### config.mk
export PLATFORM = sky130hd
export DESIGN_NAME = mem_ecc_guard
export DESIGN_NICKNAME = d
export VERILOG_FILES = /design/src/rtl/mem_ecc_pkg.sv /design/src/rtl/ecc_codec.sv /design/src/rtl/parity_unit.sv /design/src/rtl/fault_log.sv /design/src/rtl/mem_ecc_guard.sv
export SDC_FILE = /design/constraint.sdc
export NUM_CORES = 1
export LEC_CHECK = 0
export BUFFER_PORTS_ARGS = -buffer_cell sky130_fd_sc_hd__buf_4
export CORE_MARGIN = 3
export CORE_UTILIZATION = 45
export DETAILED_ROUTE_END_ITERATION = 12
export PLACE_DENSITY = 0.72
export RECOVER_POWER = 100
export REMOVE_ABC_BUFFERS = 1
export SYNTH_ARGS = -nofsm -noshare
export SYNTH_HDL_FRONTEND = slang
export SYNTH_HIERARCHICAL = 1
export SYNTH_SLANG_ARGS = --single-unit
### constraint.sdc
create_clock -name clk -period 2.41 [get_ports clk]
set_input_delay 0.241 -clock clk [delete_from_list [all_inputs] [get_ports clk]]
set_output_delay 0.241 -clock clk [all_outputs]
set_load 0.1 [all_outputs]
### src/rtl/mem_ecc_pkg.sv
package mem_ecc_pkg;

   typedef enum logic [1:0] {
      GM_OFF      = 2'b00,
      GM_EDAC     = 2'b01,
      GM_PAR_EVEN = 2'b10,
      GM_PAR_ODD  = 2'b11
   } guard_mode_e;

   // Smallest r with 2^r >= dw + r + 1 (Hamming bound for single correction).
   function automatic int ham_width(input int dw);
      int r;
      r = 0;
      for (int t = 1; t < 16; t++) begin
         if (r == 0 && (1 << t) >= dw + t + 1) r = t;
      end
      return r;
   endfunction

endpackage

### src/rtl/ecc_codec.sv
module ecc_codec #(
   parameter int DATA_W = 16,
   localparam int HAM_W = mem_ecc_pkg::ham_width(DATA_W),
   localparam int CHK_W = HAM_W + 1
) (
   input  logic [DATA_W-1:0] wr_data,
   output logic [CHK_W-1:0]  gen_chk,
   input  logic [DATA_W-1:0] rd_data,
   input  logic [CHK_W-1:0]  rd_chk,
   output logic [DATA_W-1:0] corr_data,
   output logic              one_err,
   output logic              many_err
);

   localparam logic [HAM_W-1:0] LAST_POS = HAM_W'(DATA_W + HAM_W);

   // Codeword position of data bit k: the (k+1)-th non power of two.
   function automatic int pos_of(input int k);
      int cnt, res;
      cnt = 0;
      res = 0;
      for (int p = 3; p < 2 * DATA_W + 16; p++) begin
         if ((p & (p - 1)) != 0) begin
            if (cnt == k && res == 0) res = p;
            cnt++;
         end
      end
      return res;
   endfunction

   function automatic logic [DATA_W-1:0] cover_mask(input int i);
      logic [DATA_W-1:0] m;
      for (int k = 0; k < DATA_W; k++) m[k] = ((pos_of(k) >> i) & 1) == 1;
      return m;
   endfunction

   logic [HAM_W-1:0] ham_w;
   logic [HAM_W-1:0] ham_r;
   logic [HAM_W-1:0] syn;
   logic             odd_tot;
   logic             in_range;

   for (genvar i = 0; i < HAM_W; i++) begin : g_cover
      localparam logic [DATA_W-1:0] MASK = cover_mask(i);
      assign ham_w[i] = ^(wr_data & MASK);
      assign ham_r[i] = ^(rd_data & MASK);
   end

   assign gen_chk  = {(^wr_data) ^ (^ham_w), ham_w};

   assign syn      = ham_r ^ rd_chk[HAM_W-1:0];
   assign odd_tot  = ^{rd_data, rd_chk};
   assign in_range = (syn <= LAST_POS);

   assign one_err  = odd_tot & in_range;
   assign many_err = (~odd_tot & (|syn)) | (odd_tot & ~in_range);

   for (genvar k = 0; k < DATA_W; k++) begin : g_fix
      localparam logic [HAM_W-1:0] POS = HAM_W'(pos_of(k));
      assign corr_data[k] = rd_data[k] ^ (one_err & (syn == POS));
   end

endmodule

### src/rtl/parity_unit.sv
module parity_unit #(
   parameter int DATA_W = 16
) (
   input  logic [DATA_W-1:0] wr_data,
   input  logic [DATA_W-1:0] rd_data,
   input  logic              rd_bit,
   input  logic              odd_sel,
   output logic              gen_bit,
   output logic              bad
);

   assign gen_bit = (^wr_data) ^ odd_sel;
   assign bad     = (^rd_data) ^ rd_bit ^ odd_sel;

endmodule

### src/rtl/fault_log.sv
module fault_log #(
   parameter int DATA_W = 16,
   parameter int ADDR_W = 20
) (
   input  logic              clk,
   input  logic              rst_n,
   input  logic              clr,
   input  logic              fail_ev,
   input  logic [ADDR_W-1:0] addr,
   input  logic              corr_ev,
   input  logic [DATA_W-1:0] corr_word,
   output logic [ADDR_W-1:0] fail_addr,
   output logic              fail_valid,
   output logic [DATA_W-1:0] diag_word
);

   always_ff @(posedge clk or negedge rst_n) begin
      if (!rst_n) begin
         fail_valid <= 1'b0;
         fail_addr  <= '0;
      end else if (clr) begin
         fail_valid <= 1'b0;
      end else if (fail_ev && !fail_valid) begin
         fail_valid <= 1'b1;
         fail_addr  <= addr;
      end
   end

   always_ff @(posedge clk or negedge rst_n) begin
      if (!rst_n)       diag_word <= '0;
      else if (corr_ev) diag_word <= corr_word;
   end

endmodule

### src/rtl/mem_ecc_guard.sv
module mem_ecc_guard #(
   parameter int DATA_W = 16,
   parameter int ADDR_W = 20,
   localparam int CHK_W = mem_ecc_pkg::ham_width(DATA_W) + 1
) (
   input  logic              clk,
   input  logic              rst_n,
   input  logic              ctl_we,
   input  logic [1:0]        ctl_mode,
   input  logic              ctl_clr_fail,
   input  logic              cyc_valid,
   input  logic              cyc_mem,
   input  logic              cyc_rd,
   input  logic [ADDR_W-1:0] cyc_addr,
   input  logic              ram_off,
   input  logic [DATA_W-1:0] bus_in,
   output logic [DATA_W-1:0] bus_out,
   output logic              bus_oe,
   input  logic [CHK_W-1:0]  chk_in,
   output logic [CHK_W-1:0]  chk_out,
   output logic              chk_oe,
   output logic              mem_err_n,
   output logic              sgl_err,
   output logic              sgl_err_oe,
   output logic [DATA_W-1:0] diag_word,
   output logic [ADDR_W-1:0] fail_addr,
   output logic              fail_valid
);
   import mem_ecc_pkg::*;

   if (DATA_W < 4) begin : g_bad_data
      $error("mem_ecc_guard: DATA_W must be at least 4");
   end
   if (ADDR_W < 1) begin : g_bad_addr
      $error("mem_ecc_guard: ADDR_W must be at least 1");
   end

   guard_mode_e       mode_q;
   logic              edac_on, par_on;
   logic              rd_cyc, wr_cyc;
   logic [CHK_W-1:0]  ecc_chk;
   logic [DATA_W-1:0] corr;
   logic              one_err, many_err;
   logic              par_bit, par_bad;
   logic              fail_ev, corr_ev, drive_ev;
   logic              drv_q;
   logic [DATA_W-1:0] drv_word;

   always_ff @(posedge clk or negedge rst_n) begin
      if (!rst_n)      mode_q <= GM_OFF;
      else if (ctl_we) mode_q <= guard_mode_e'(ctl_mode);
   end

   assign edac_on = (mode_q == GM_EDAC);
   assign par_on  = mode_q[1];
   assign rd_cyc  = cyc_valid & cyc_mem & cyc_rd;
   assign wr_cyc  = cyc_valid & cyc_mem & ~cyc_rd;

   ecc_codec #(.DATA_W(DATA_W)) u_codec (
      .wr_data   (bus_in),
      .gen_chk   (ecc_chk),
      .rd_data   (bus_in),
      .rd_chk    (chk_in),
      .corr_data (corr),
      .one_err   (one_err),
      .many_err  (many_err)
   );

   parity_unit #(.DATA_W(DATA_W)) u_par (
      .wr_data (bus_in),
      .rd_data (bus_in),
      .rd_bit  (chk_in[0]),
      .odd_sel (mode_q == GM_PAR_ODD),
      .gen_bit (par_bit),
      .bad     (par_bad)
   );

   // Check bus drive on memory writes.
   assign chk_oe  = wr_cyc & (edac_on | par_on);
   assign chk_out = edac_on ? ecc_chk : {{(CHK_W-1){1'b0}}, par_bit & par_on};

   // Read-side reporting.
   assign mem_err_n  = ~(rd_cyc & ((edac_on & many_err) | (par_on & par_bad)));
   assign sgl_err    = rd_cyc & edac_on & one_err;
   assign sgl_err_oe = edac_on;

   assign fail_ev  = rd_cyc & ((edac_on & (one_err | many_err)) | (par_on & par_bad));
   assign corr_ev  = rd_cyc & edac_on & one_err;
   assign drive_ev = rd_cyc & edac_on & ram_off;

   // Corrected data goes out one clock after the memory lets go of the bus.
   always_ff @(posedge clk or negedge rst_n) begin
      if (!rst_n) begin
         drv_q    <= 1'b0;
         drv_word <= '0;
      end else begin
         drv_q <= drive_ev;
         if (drive_ev) drv_word <= corr;
      end
   end

   assign bus_oe  = drv_q;
   assign bus_out = drv_word;

   fault_log #(.DATA_W(DATA_W), .ADDR_W(ADDR_W)) u_log (
      .clk        (clk),
      .rst_n      (rst_n),
      .clr        (ctl_we & ctl_clr_fail),
      .fail_ev    (fail_ev),
      .addr       (cyc_addr),
      .corr_ev    (corr_ev),
      .corr_word  (corr),
      .fail_addr  (fail_addr),
      .fail_valid (fail_valid),
      .diag_word  (diag_word)
   );

endmodule

==> impl_metrics.ini, run 1 <==
[outcome]
status = finished, violations left
violations = setup timing

[timing]
slew_headroom_pct = 9.119
min_period_over_period_pct = 110.9
drv_slew = 0
fmax_ghz = 0.3743
period_minus_slack_ns = 2.672
finClkSkew_ns = 0.01057
hold_viol = 0
tightest_slew_ns = 1.363
finalSetupTns_ns = -5.493
rsz0062_at_grt = true
layout_setup_ws_ns = -0.2617
setup_viol = 24

[floorplanning]
dieArea_um2 = 9428
coreArea_um2 = 7888
start_util_pct = 47.35
num_io_pins = 116
die_h_um = 97.10
die_w_um = 97.10
rows = 32

[place]
place_congestion = 0.8237
io_buffers = 115
dp_hpwl_um = 7380

[detailed_routing]
dr.pass1.iters = 4
wl_um = 9782
via_per_inst = 4.928
vias = 2819
antenna_left = 0
first_iter_violations = 58
routedWlPerCell_um = 17.10
drc = 0

[synthesis]
synth-edff-count = 0
yosysUniqueCellTypes = 39
yosysMostFrequentCell = xnor2_1
synth_cells = 291
ys_seq_elements = 56
synth-seq-area-share_pct = 37.52
synth.avg_cell_area_um2 = 12.83
synth_commonest_cells = 75 x xnor2_1, 56 x dfrtp_1, 45 x mux2_2, 29 x xor2_1, 10 x nor2_1
ys.flop_type = dfrtp_1
synth_area_leaders = dfrtp_1 38%, xnor2_1 18%, mux2_2 14%, xor2_1 6.8%, mux2_4 3.6%
synth_top_area_share_pct = 37.52
synth_area_leader_cell = dfrtp_1
yosys_warnings = 6
syn_area_um2 = 3735
async_flop_share_pct = 100.0

[global_routing]
grt_usage_pct = 19.73
grt_max_degree = 57
grt.overflow.total = 0
antenna_found_initial = 0
first_global_vias = 2950
grt_pass1_wl_um = 15080

[cells_and_area]
drive_gt1_share_pct = 48.09
layout.nets = 522
diodes = 0
fillCellCount = 627
syn2layout_area_growth_pct = 45.66

[critical_path]
cp-end-kind = flip-flop
path_max_fanout = 5
ff2ff_setup_slack_ns = 0.05
crit_chain = buf_8 -> buf_6 -> xnor2_2 -> xnor3_2 -> xnor2_2 -> o211ai_1 -> mux2i_2 -> nor2_2 -> o21ai_1 -> a21boi_1 -> nor3b_4 -> buf_6 -> clkbuf_16 -> mux2_4
required_ns = 2.60
r2r_cells = 10
crit_path_end = u_log/fail_addr[2]
critPathKind = input port to flip-flop
worstReg2RegEnd = u_log/fail_addr[2]
critPathLaunchType = input port
cp_slowest_cell = xnor3_2
rr_startpoint = mode_q[0]
slowest_delay_ns = 0.48
critPathArrivalTime_ns = 2.86
cp-startpoint = bus_in[7]

[clock_tree]
cts.sinks = 56
clk_path_buf_depth = 2
cts_buffers = 5
insertion_delay_ns = 0.30
clk_pin_slew_worst_paths_ns = 0.10
ctsRootBufferMaster = clkbuf_8
cts-htree-levels = 2
tritoncts = built

[run]
maxCapViolations = 0

[worst_hold_path]
hold_path_class = input port to flip-flop
[metrics by stage]
step	worst slack, ns	area, um^2	hold WS, ns	utilization [%]	std cells
2_1_floorplan	-1.486	3669	-0.05459	-	283
3_3_place_gp	-0.6733	5117	0.3219	64.88	556
3_5_place_dp	-0.7797	5117	0.3310	64.88	556
4_1_cts	-0.3785	5334	0.1388	67.62	567
5_1_grt	-0.3847	5440	0.1443	68.97	572
6_report	-0.2617	5440	0.1597	68.97	572
[final cells by class]
| cell class | instances | area, um^2 | share of cell area [%] |
|---|---|---|---|
| tap | 102 | 127.6 | 2.346 |
| clock inverter | 2 | 60.06 | 1.104 |
| timing repair buffer | 180 | 1264 | 23.23 |
| multi-input combinational | 227 | 2519 | 46.30 |
| clock buffer | 5 | 68.82 | 1.265 |
| sequential | 56 | 1401 | 25.76 |
[repair_timing]
action,4_1_cts,5_1_grt
pin swaps,9,21
hold endpoints to repair,5,0
setup buffers,3,4
setup endpoints to repair,39,50
hold buffers,1,0
gates cloned,0,3
resized for setup,14,52
[placed cells by master (no fill, tap or decap), drive strengths merged]
cell	count
a21boi	1
a22o	2
and2	8
and3	3
and4bb	1
buf	114
bufinv	2
clkbuf	70
dfrtp	56
dlygate4sd3	1
mux2	55
mux2i	5
nand2	3
nand4	1
nand4b	1
nor2	10
nor2b	1
nor3	3
nor3b	3
nor4	4
nor4b	5
o211ai	2
o21ai	1
or2	1
or2b	2
xnor2	76
xnor3	7
xor2	31
xor3	1
[layer usage]
layer	track usage, %	vias up	share of wire (%)
met5	0	-	0
met1	24.23	1399	41
met3	4.307	10	4.5
li1	-	1342	-
met4	2.916	0	1.1
met2	36.15	68	53
[registers in the layout, indices dropped and copies added, names as in the netlist]
| name | cells |
|---|---|
| bus_oe | 1 |
| u_log/fail_addr | 20 |
| mode_q | 2 |
| u_log/diag_word | 16 |
| u_log/fail_valid | 1 |
| bus_out | 16 |
[worst min path at each step]
stage | cells after the start | from | slack [ns] | to
final | 2 | cyc_addr[16] | 0.16 | u_log/fail_addr[16]
after global routing | 2 | cyc_addr[13] | 0.14 | u_log/fail_addr[13]
after CTS | 2 | cyc_addr[16] | 0.14 | u_log/fail_addr[16]
after detailed placement | 1 | rst_n | 0.33 | u_log/diag_word[7]
after global placement | 1 | rst_n | 0.32 | u_log/diag_word[7]
after floorplan | 0 | rst_n | -0.05 | bus_oe
[kinds of logic (layout without fill, tap and decap cells)]
| kind of cell | count (synthesis) | after routing | synth area share (%) |
|---|---|---|---|
| AOI/OAI and AO/OA | 6 | 6 | 1.206 |
| xor gates and xnor gates | 115 | 115 | 30.65 |
| buffers and inverters | 8 | 187 | 1.775 |
| DFF | 56 | 56 | 37.52 |
| muxes | 60 | 60 | 19.26 |
| and+or+nand+nor | 46 | 46 | 9.581 |
[worst max-delay path: cells and delay by family]
kind / cells / cell delay, ns
mux: 2 / 0.44
compound gates: 3 / 0.49
simple gates: 2 / 0.38
buf+inv: 4 / 0.53
xor+xnor: 3 / 0.76
Power of run 1 is left out: the tool's default activity adds up to more than one toggle a clock period on the data nets, which glitch-free logic cannot reach.
==> inputs of run 2 (changes only) <==
CELL_PAD_IN_SITES_DETAIL_PLACEMENT = 1   (was unset)
CELL_PAD_IN_SITES_GLOBAL_PLACEMENT = 1   (was unset)
CORE_UTILIZATION = 41   (was 45)
PLACE_DENSITY = unset   (was 0.72)
PLACE_DENSITY_LB_ADDON = 0.1   (was unset)
==> run 2 against run 1 <==
Effect of this change:
- the run still ends with setup timing left
- utilization decreased by 2.4 points
- sequential cell count unchanged
- count of clock-buffer cells in the layout increased by 1
- critical path type unchanged
- highest routed layer unchanged
- critical path depth decreased by 2
- routed wire length increased by 40%
- design area increased by 7.7%
- final cell count increased by 3.1%
- clock skew decreased by 0.0028 ns
- die area increased by 9.1%
- first-iteration DRC count increased by 59%
- via count increased by 7.7%
==> impl_metrics.ini, run 2 (same netlist as run 1, synthesis figures left out) <==
[detailed_routing]
vias = 3035
wl_um = 13670
first_iter_violations = 92
routedWlPerCell_um = 23.17
dr.pass1.iters = 4
via_per_inst = 5.144
drc = 0
antenna_left = 0

[global_routing]
grt.overflow.total = 0
grt_pass1_wl_um = 18460
first_global_vias = 3375
antenna_found_initial = 0
grt_max_degree = 57
grt_usage_pct = 23.73

[floorplanning]
die_w_um = 101.4
num_io_pins = 116
rows = 34
start_util_pct = 42.41
die_h_um = 101.4
dieArea_um2 = 10290
coreArea_um2 = 8806

[timing]
finalSetupTns_ns = -8.825
finClkSkew_ns = 0.007766
min_period_over_period_pct = 116.3
layout_setup_ws_ns = -0.3933
slew_headroom_pct = 52.08
rsz0062_at_grt = true
hold_viol = 0
fmax_ghz = 0.3567
drv_slew = 0
holdWs_ns = 0.1399
period_minus_slack_ns = 2.803
setup_viol = 39
tightest_slew_ns = 0.7188

[power_and_ir_drop]
power.density_nw_per_um2 = 1407
ir_drop_mv = 1.307
switchingPower_mw = 4.810
comb_power_share_pct = 74.1
p_int_mw = 3.434
seqPwrFrac_pct = 19.0
pwr-share-clk_pct = 6.9
power_switching_share_pct = 58.35
p_leak_nw = 2.771

[cells_and_area]
diodes = 0
syn2layout_area_growth_pct = 56.88
final_cell_mix = 174 x buf_4, 56 x dfrtp_1, 55 x xnor2_1
final_common_cell = buf_4
final_cells = 590
stdcell_area_um2 = 5859
layout.nets = 533
largest_register_ffs = 20
largest_register = u_log/fail_addr
drive_gt1_share_pct = 64.52

[outcome]
status = finished, violations left
violations = setup timing

[critical_path]
cp_slowest_cell = xnor3_2
cp.depth = 12
crit_chain = buf_4 -> xor2_4 -> xnor2_2 -> xnor3_2 -> xnor2_4 -> mux2i_4 -> o21ai_2 -> a21boi_2 -> nor3b_4 -> buf_6 -> clkbuf_16 -> mux2_4
required_ns = 2.62
r2r_cells = 10
slowest_delay_ns = 0.53
timing.critical_path.max_delay_family = XOR/XNOR gates
path_buf_inv = 3
critPathArrivalTime_ns = 3.02
critPathLaunchType = input port
path_max_fanout = 5
cp-end-kind = flip-flop
critPathKind = input port to flip-flop

[worst_hold_path]
hold_path_class = input port to flip-flop
hold_depth = 2

[clock_tree]
cts_buffers = 5
clk_pin_slew_worst_paths_ns = 0.11
clk_path_buf_depth = 2
cts-htree-levels = 2
insertion_delay_ns = 0.32
cts.sinks = 56
tritoncts = built
ctsRootBufferMaster = clkbuf_8

[run]
maxCapViolations = 0

[place]
numPlacedInstances = 568
place_congestion = 0.8157
place_ws_ns = -0.8882
place_area_um2 = 5157
io_buffers = 115
dp_hpwl_um = 8549
==> run 2: changes by cell type in the layout (fill, tap and decap cells not counted), sizes merged <==
cell    before  now
clkbuf      70    7
inv          0    1
clkinv       0    1
buf        114  189
bufinv       2    0
==> run 2: cell type report <==
type / count / area, um^2
multi-input cells: 227 / 2661
clock buffers: 6 / 82.58
clock inverters: 2 / 13.76
flip-flops and latches: 56 / 1401
fillers: 876 / 2947
repair buffers: 191 / 1565
well taps: 108 / 135.1
==> run 2: worst paths after layout <==
check / start / to / slack (ns)
max: bus_in[3] / u_log/fail_addr[19] / -0.39
min: cyc_addr[2] / u_log/fail_addr[2] / 0.14
max reg2reg: mode_q[0] / u_log/fail_addr[19] / 0.01
min reg2reg: u_log/diag_word[0] / u_log/diag_word[0] / 0.52
max in group asynchronous: rst_n / u_log/fail_valid / 1.41
min in group asynchronous: rst_n / bus_out[7] / 0.51
==> run 2: power groups by stage <==
stage,registers (mW),clock network [mW],logic [mW]
after floorplan,4.18,0,1.49
after global placement,1.51,0,5.45
after detailed placement,1.54,0,5.53
after CTS,1.53,0.565,5.82
after global routing,1.61,0.621,6.28
final,1.56,0.569,6.11
==> run 2: layer usage <==
metal | GRT usage [%] | part of all wire, % | wire length (um)
met1 | 29.75 | 39 | 5285
met2 | 42.96 | 55 | 7482
met3 | 3.788 | 4.6 | 628
met4 | 5.112 | 2.0 | 273
met5 | 0 | 0 | 0
==> run 2: worst reg2reg max path, cell delays in order, from the launching register on <==
cell	delay (ns)
dfrtp_1	0.40
and2_1	0.19
xnor2_1	0.19
xnor2_1	0.18
xnor2_1	0.19
nand2_1	0.11
a21boi_2	0.18
nor3b_4	0.22
buf_6	0.17
clkbuf_16	0.16
mux2_4	0.31
==> run 2: timing repair <==
item	in CTS	in global routing
buffers inserted	12	6
pin swaps	0	21
setup endpoints to repair	39	44
resized for setup	52	39
hold buffers	1	0
cloned	2	1
endpoints found under the hold margin	31	0
==> run 2: stage by stage <==
step	utilization (%)	total power [mW]
after floorplan	-	5.672
after global placement	58.57	6.962
after detailed placement	58.57	7.069
after CTS	64.11	7.916
after global routing	66.54	8.504
final	66.54	8.244
(Power assumes the default switching activity.)
==> inputs of run 3 (changes only) <==
ABC_AREA = 1   (was unset)
CAP_MARGIN = 10   (was unset)
CORE_UTILIZATION = 38   (was 41)
==> run 3 against run 2 <==
Effect of this change:
- sequential power is essentially flat
- the run now ends clean
- non-clock buffer count grew 8
- final cell count grew 100%
- sequential cell count is the same
- largest power group unchanged
- critical endpoint is now chk_out[5]
- fmax grew 21%
- register-to-register slack gained 0.30 ns
- hold slack gained 0.023 ns
- die area grew 45%
- critical path depth grew 6
- synthesized area grew 38%
- design area grew 18%
==> impl_metrics.ini, run 3 <==
[power_and_ir_drop]
pwr-share-clk_pct = 10.1
power.density_nw_per_um2 = 1056
p_leak_nw = 3.864
seqPwrFrac_pct = 21.1
total_power_mw = 7.318
ir_drop_mv = 0.4970
switchingPower_mw = 4.717
comb_power_share_pct = 68.8
p_int_mw = 2.601
power_switching_share_pct = 64.46

[synthesis]
synth_area_leader_cell = dfrtp_1
synth_commonest_cells = 367 x nand2_1, 88 x inv_1, 82 x nand3_1, 56 x dfrtp_1, 40 x nor2_1
synth_area_leaders = dfrtp_1 27%, nand2_1 27%, nand3_1 8.0%, inv_1 6.4%, xor2_1 4.8%
async_flop_share_pct = 100.0
synth.avg_cell_area_um2 = 6.244
yosysMostFrequentCell = nand2_1
synth-seq-area-share_pct = 27.24
ys.flop_type = dfrtp_1
syn_area_um2 = 5145
yosysUniqueCellTypes = 35
yosys_warnings = 6
synth_top_area_share_pct = 27.24
synth-edff-count = 0
synth_cells = 824
ys_seq_elements = 56

[timing]
finalSetupTns_ns = 0
tightest_slew_ns = 1.394
hold_viol = 0
holdWs_ns = 0.1628
finClkSkew_ns = 0.002156
layout_setup_ws_ns = 0.08647
fmax_ghz = 0.4304
min_period_over_period_pct = 96.41
drv_slew = 0
period_minus_slack_ns = 2.324
slew_headroom_pct = 7.094
setup_viol = 0

[cells_and_area]
largest_register_ffs = 20
layout.nets = 1059
drive_gt1_share_pct = 25.20
final_common_cell = nand2_1
diodes = 0
final_cell_mix = 355 x nand2_1, 125 x buf_4, 85 x inv_1
fillCellCount = 1769
largest_register = u_log/fail_addr
stdcell_area_um2 = 6927
syn2layout_area_growth_pct = 34.63
fin_util_pct = 53.58
final_cells = 1180

[place]
dp_hpwl_um = 14390
place_area_um2 = 6624
numPlacedInstances = 1162
place_congestion = 0.8749
place_ws_ns = -0.1062
io_buffers = 115

[critical_path]
crit_path_end = chk_out[5]
critPathMostFrequentCell = nand2_1
cp-end-kind = output port
crit_chain = buf_4 -> buf_8 -> inv_4 -> nand2_1 -> nand2_2 -> xor2_2 -> xor2_2 -> nand2_2 -> inv_2 -> nor2_2 -> nand2_1 -> nand2_1 -> nand2_1 -> nand2_1 -> inv_1 -> inv_1 -> nor2_2 -> buf_12
critPathArrivalTime_ns = 2.08
r2r_cells = 15
rr_startpoint = mode_q[1]
timing.critical_path.max_delay_family = simple AND/OR/NAND/NOR gates
slowest_delay_ns = 0.25
critPathLaunchType = input port
cp.depth = 18
path_buf_inv = 7
cp_slowest_cell = xor2_2
path_max_fanout = 6
critPathKind = input port to output port
worstReg2RegEnd = u_log/fail_addr[15]
cp-startpoint = bus_in[0]
ff2ff_setup_slack_ns = 0.31
required_ns = 2.17

[detailed_routing]
routedWlPerCell_um = 15.50
vias = 5797
antenna_left = 0
first_iter_violations = 341
dr.pass1.iters = 4
drc = 0
via_per_inst = 4.913
wl_um = 18290

[floorplanning]
start_util_pct = 39.80
die_h_um = 122.4
num_io_pins = 116
dieArea_um2 = 14970
die_w_um = 122.4
rows = 41
coreArea_um2 = 12930

[clock_tree]
cts-htree-levels = 2
tritoncts = built
clk_path_buf_depth = 2
clk_pin_slew_worst_paths_ns = 0.07
insertion_delay_ns = 0.29
ctsRootBufferMaster = clkbuf_16
cts_hold_buf = 0
cts.sinks = 56
cts_buffers = 5

[global_routing]
grt_usage_pct = 23.74
grt_max_degree = 57
antenna_found_initial = 0
first_global_vias = 5945
grt_pass1_wl_um = 28900
grt.overflow.total = 0

[outcome]
status = complete, no violations

[worst_hold_path]
hold_path_class = input port to flip-flop

[run]
maxCapViolations = 0
-- run 3: cell types whose count changed after synthesis, moves of 7 or more --
cell	previous run	this run
mux2_4	9	0
nand2_1	3	367
nand2_2	0	15
nand4_1	1	20
and2_1	8	1
mux2_2	45	0
o21ai_0	1	18
xnor2_1	75	27
inv_2	0	15
inv_1	0	88
nand3_2	0	14
nor2_1	10	40
nand3_1	0	82
-- run 3: what timing repair did --
action                                  in CTS  in global routing
gates resized for setup                      8                 61
buffers inserted                             0                 10
hold endpoints to repair                     0                  0
pin swaps                                    3                 22
endpoints found under the setup margin       3                 13
-- run 3: layout make-up --
class / count / area (um^2) / area share [%]
clock buffers: 7 / 142.6 / 2.059
clock inverters: 1 / 7.507 / 0.1084
inverters: 104 / 400.4 / 5.780
multi-input cells: 641 / 3398 / 49.06
flip-flops and latches: 56 / 1403 / 20.25
well taps: 172 / 215.2 / 3.107
repair buffers: 199 / 1360 / 19.64
-- run 3: tightest hold or removal path, stage by stage --
cell and delay (ns):
buf_4 0.08, nand2_1 0.04, o21ai_0 0.06
-- run 3: cells by family after synthesis --
| family | after synthesis | share of synthesized area (%) |
|---|---|---|
| buffers and inverters | 127 | 11.14 |
| XOR/XNOR | 58 | 10.31 |
| AO/OA/AOI/OAI | 25 | 2.748 |
| flip-flops | 56 | 27.24 |
| AND/OR/NAND/NOR | 558 | 48.57 |
-- run 3: per-layer routing --
metal	part of all wire (%)	global-route usage (%)	vias up	routed length, um
met5	0	0	-	0
met4	1.5	5.948	0	276
met3	4.0	2.488	19	730
met2	51	43.87	108	9408
met1	43	29.41	2773	7877
li1	-	-	2897	-
-- run 3: how the worst min path moves through the flow --
stage | depth (start not counted) | start | to
2_1_floorplan | 0 | rst_n | bus_oe
3_3_place_gp | 1 | rst_n | u_log/diag_word[5]
3_5_place_dp | 1 | rst_n | bus_oe
4_1_cts | 1 | rst_n | u_log/diag_word[1]
5_1_grt | 3 | cyc_addr[18] | u_log/fail_addr[18]
6_report | 3 | ctl_mode[1] | mode_q[1]
-- run 3: power groups by stage --
stage               clock [mW]  sequential (mW)  combinational (mW)
floorplan                    0             4.18                1.20
global placement             0             1.53                5.09
detailed placement           0             1.56                5.20
CTS                      0.756             1.55                5.23
global route             0.794             1.58                5.31
finish                   0.742             1.54                5.03
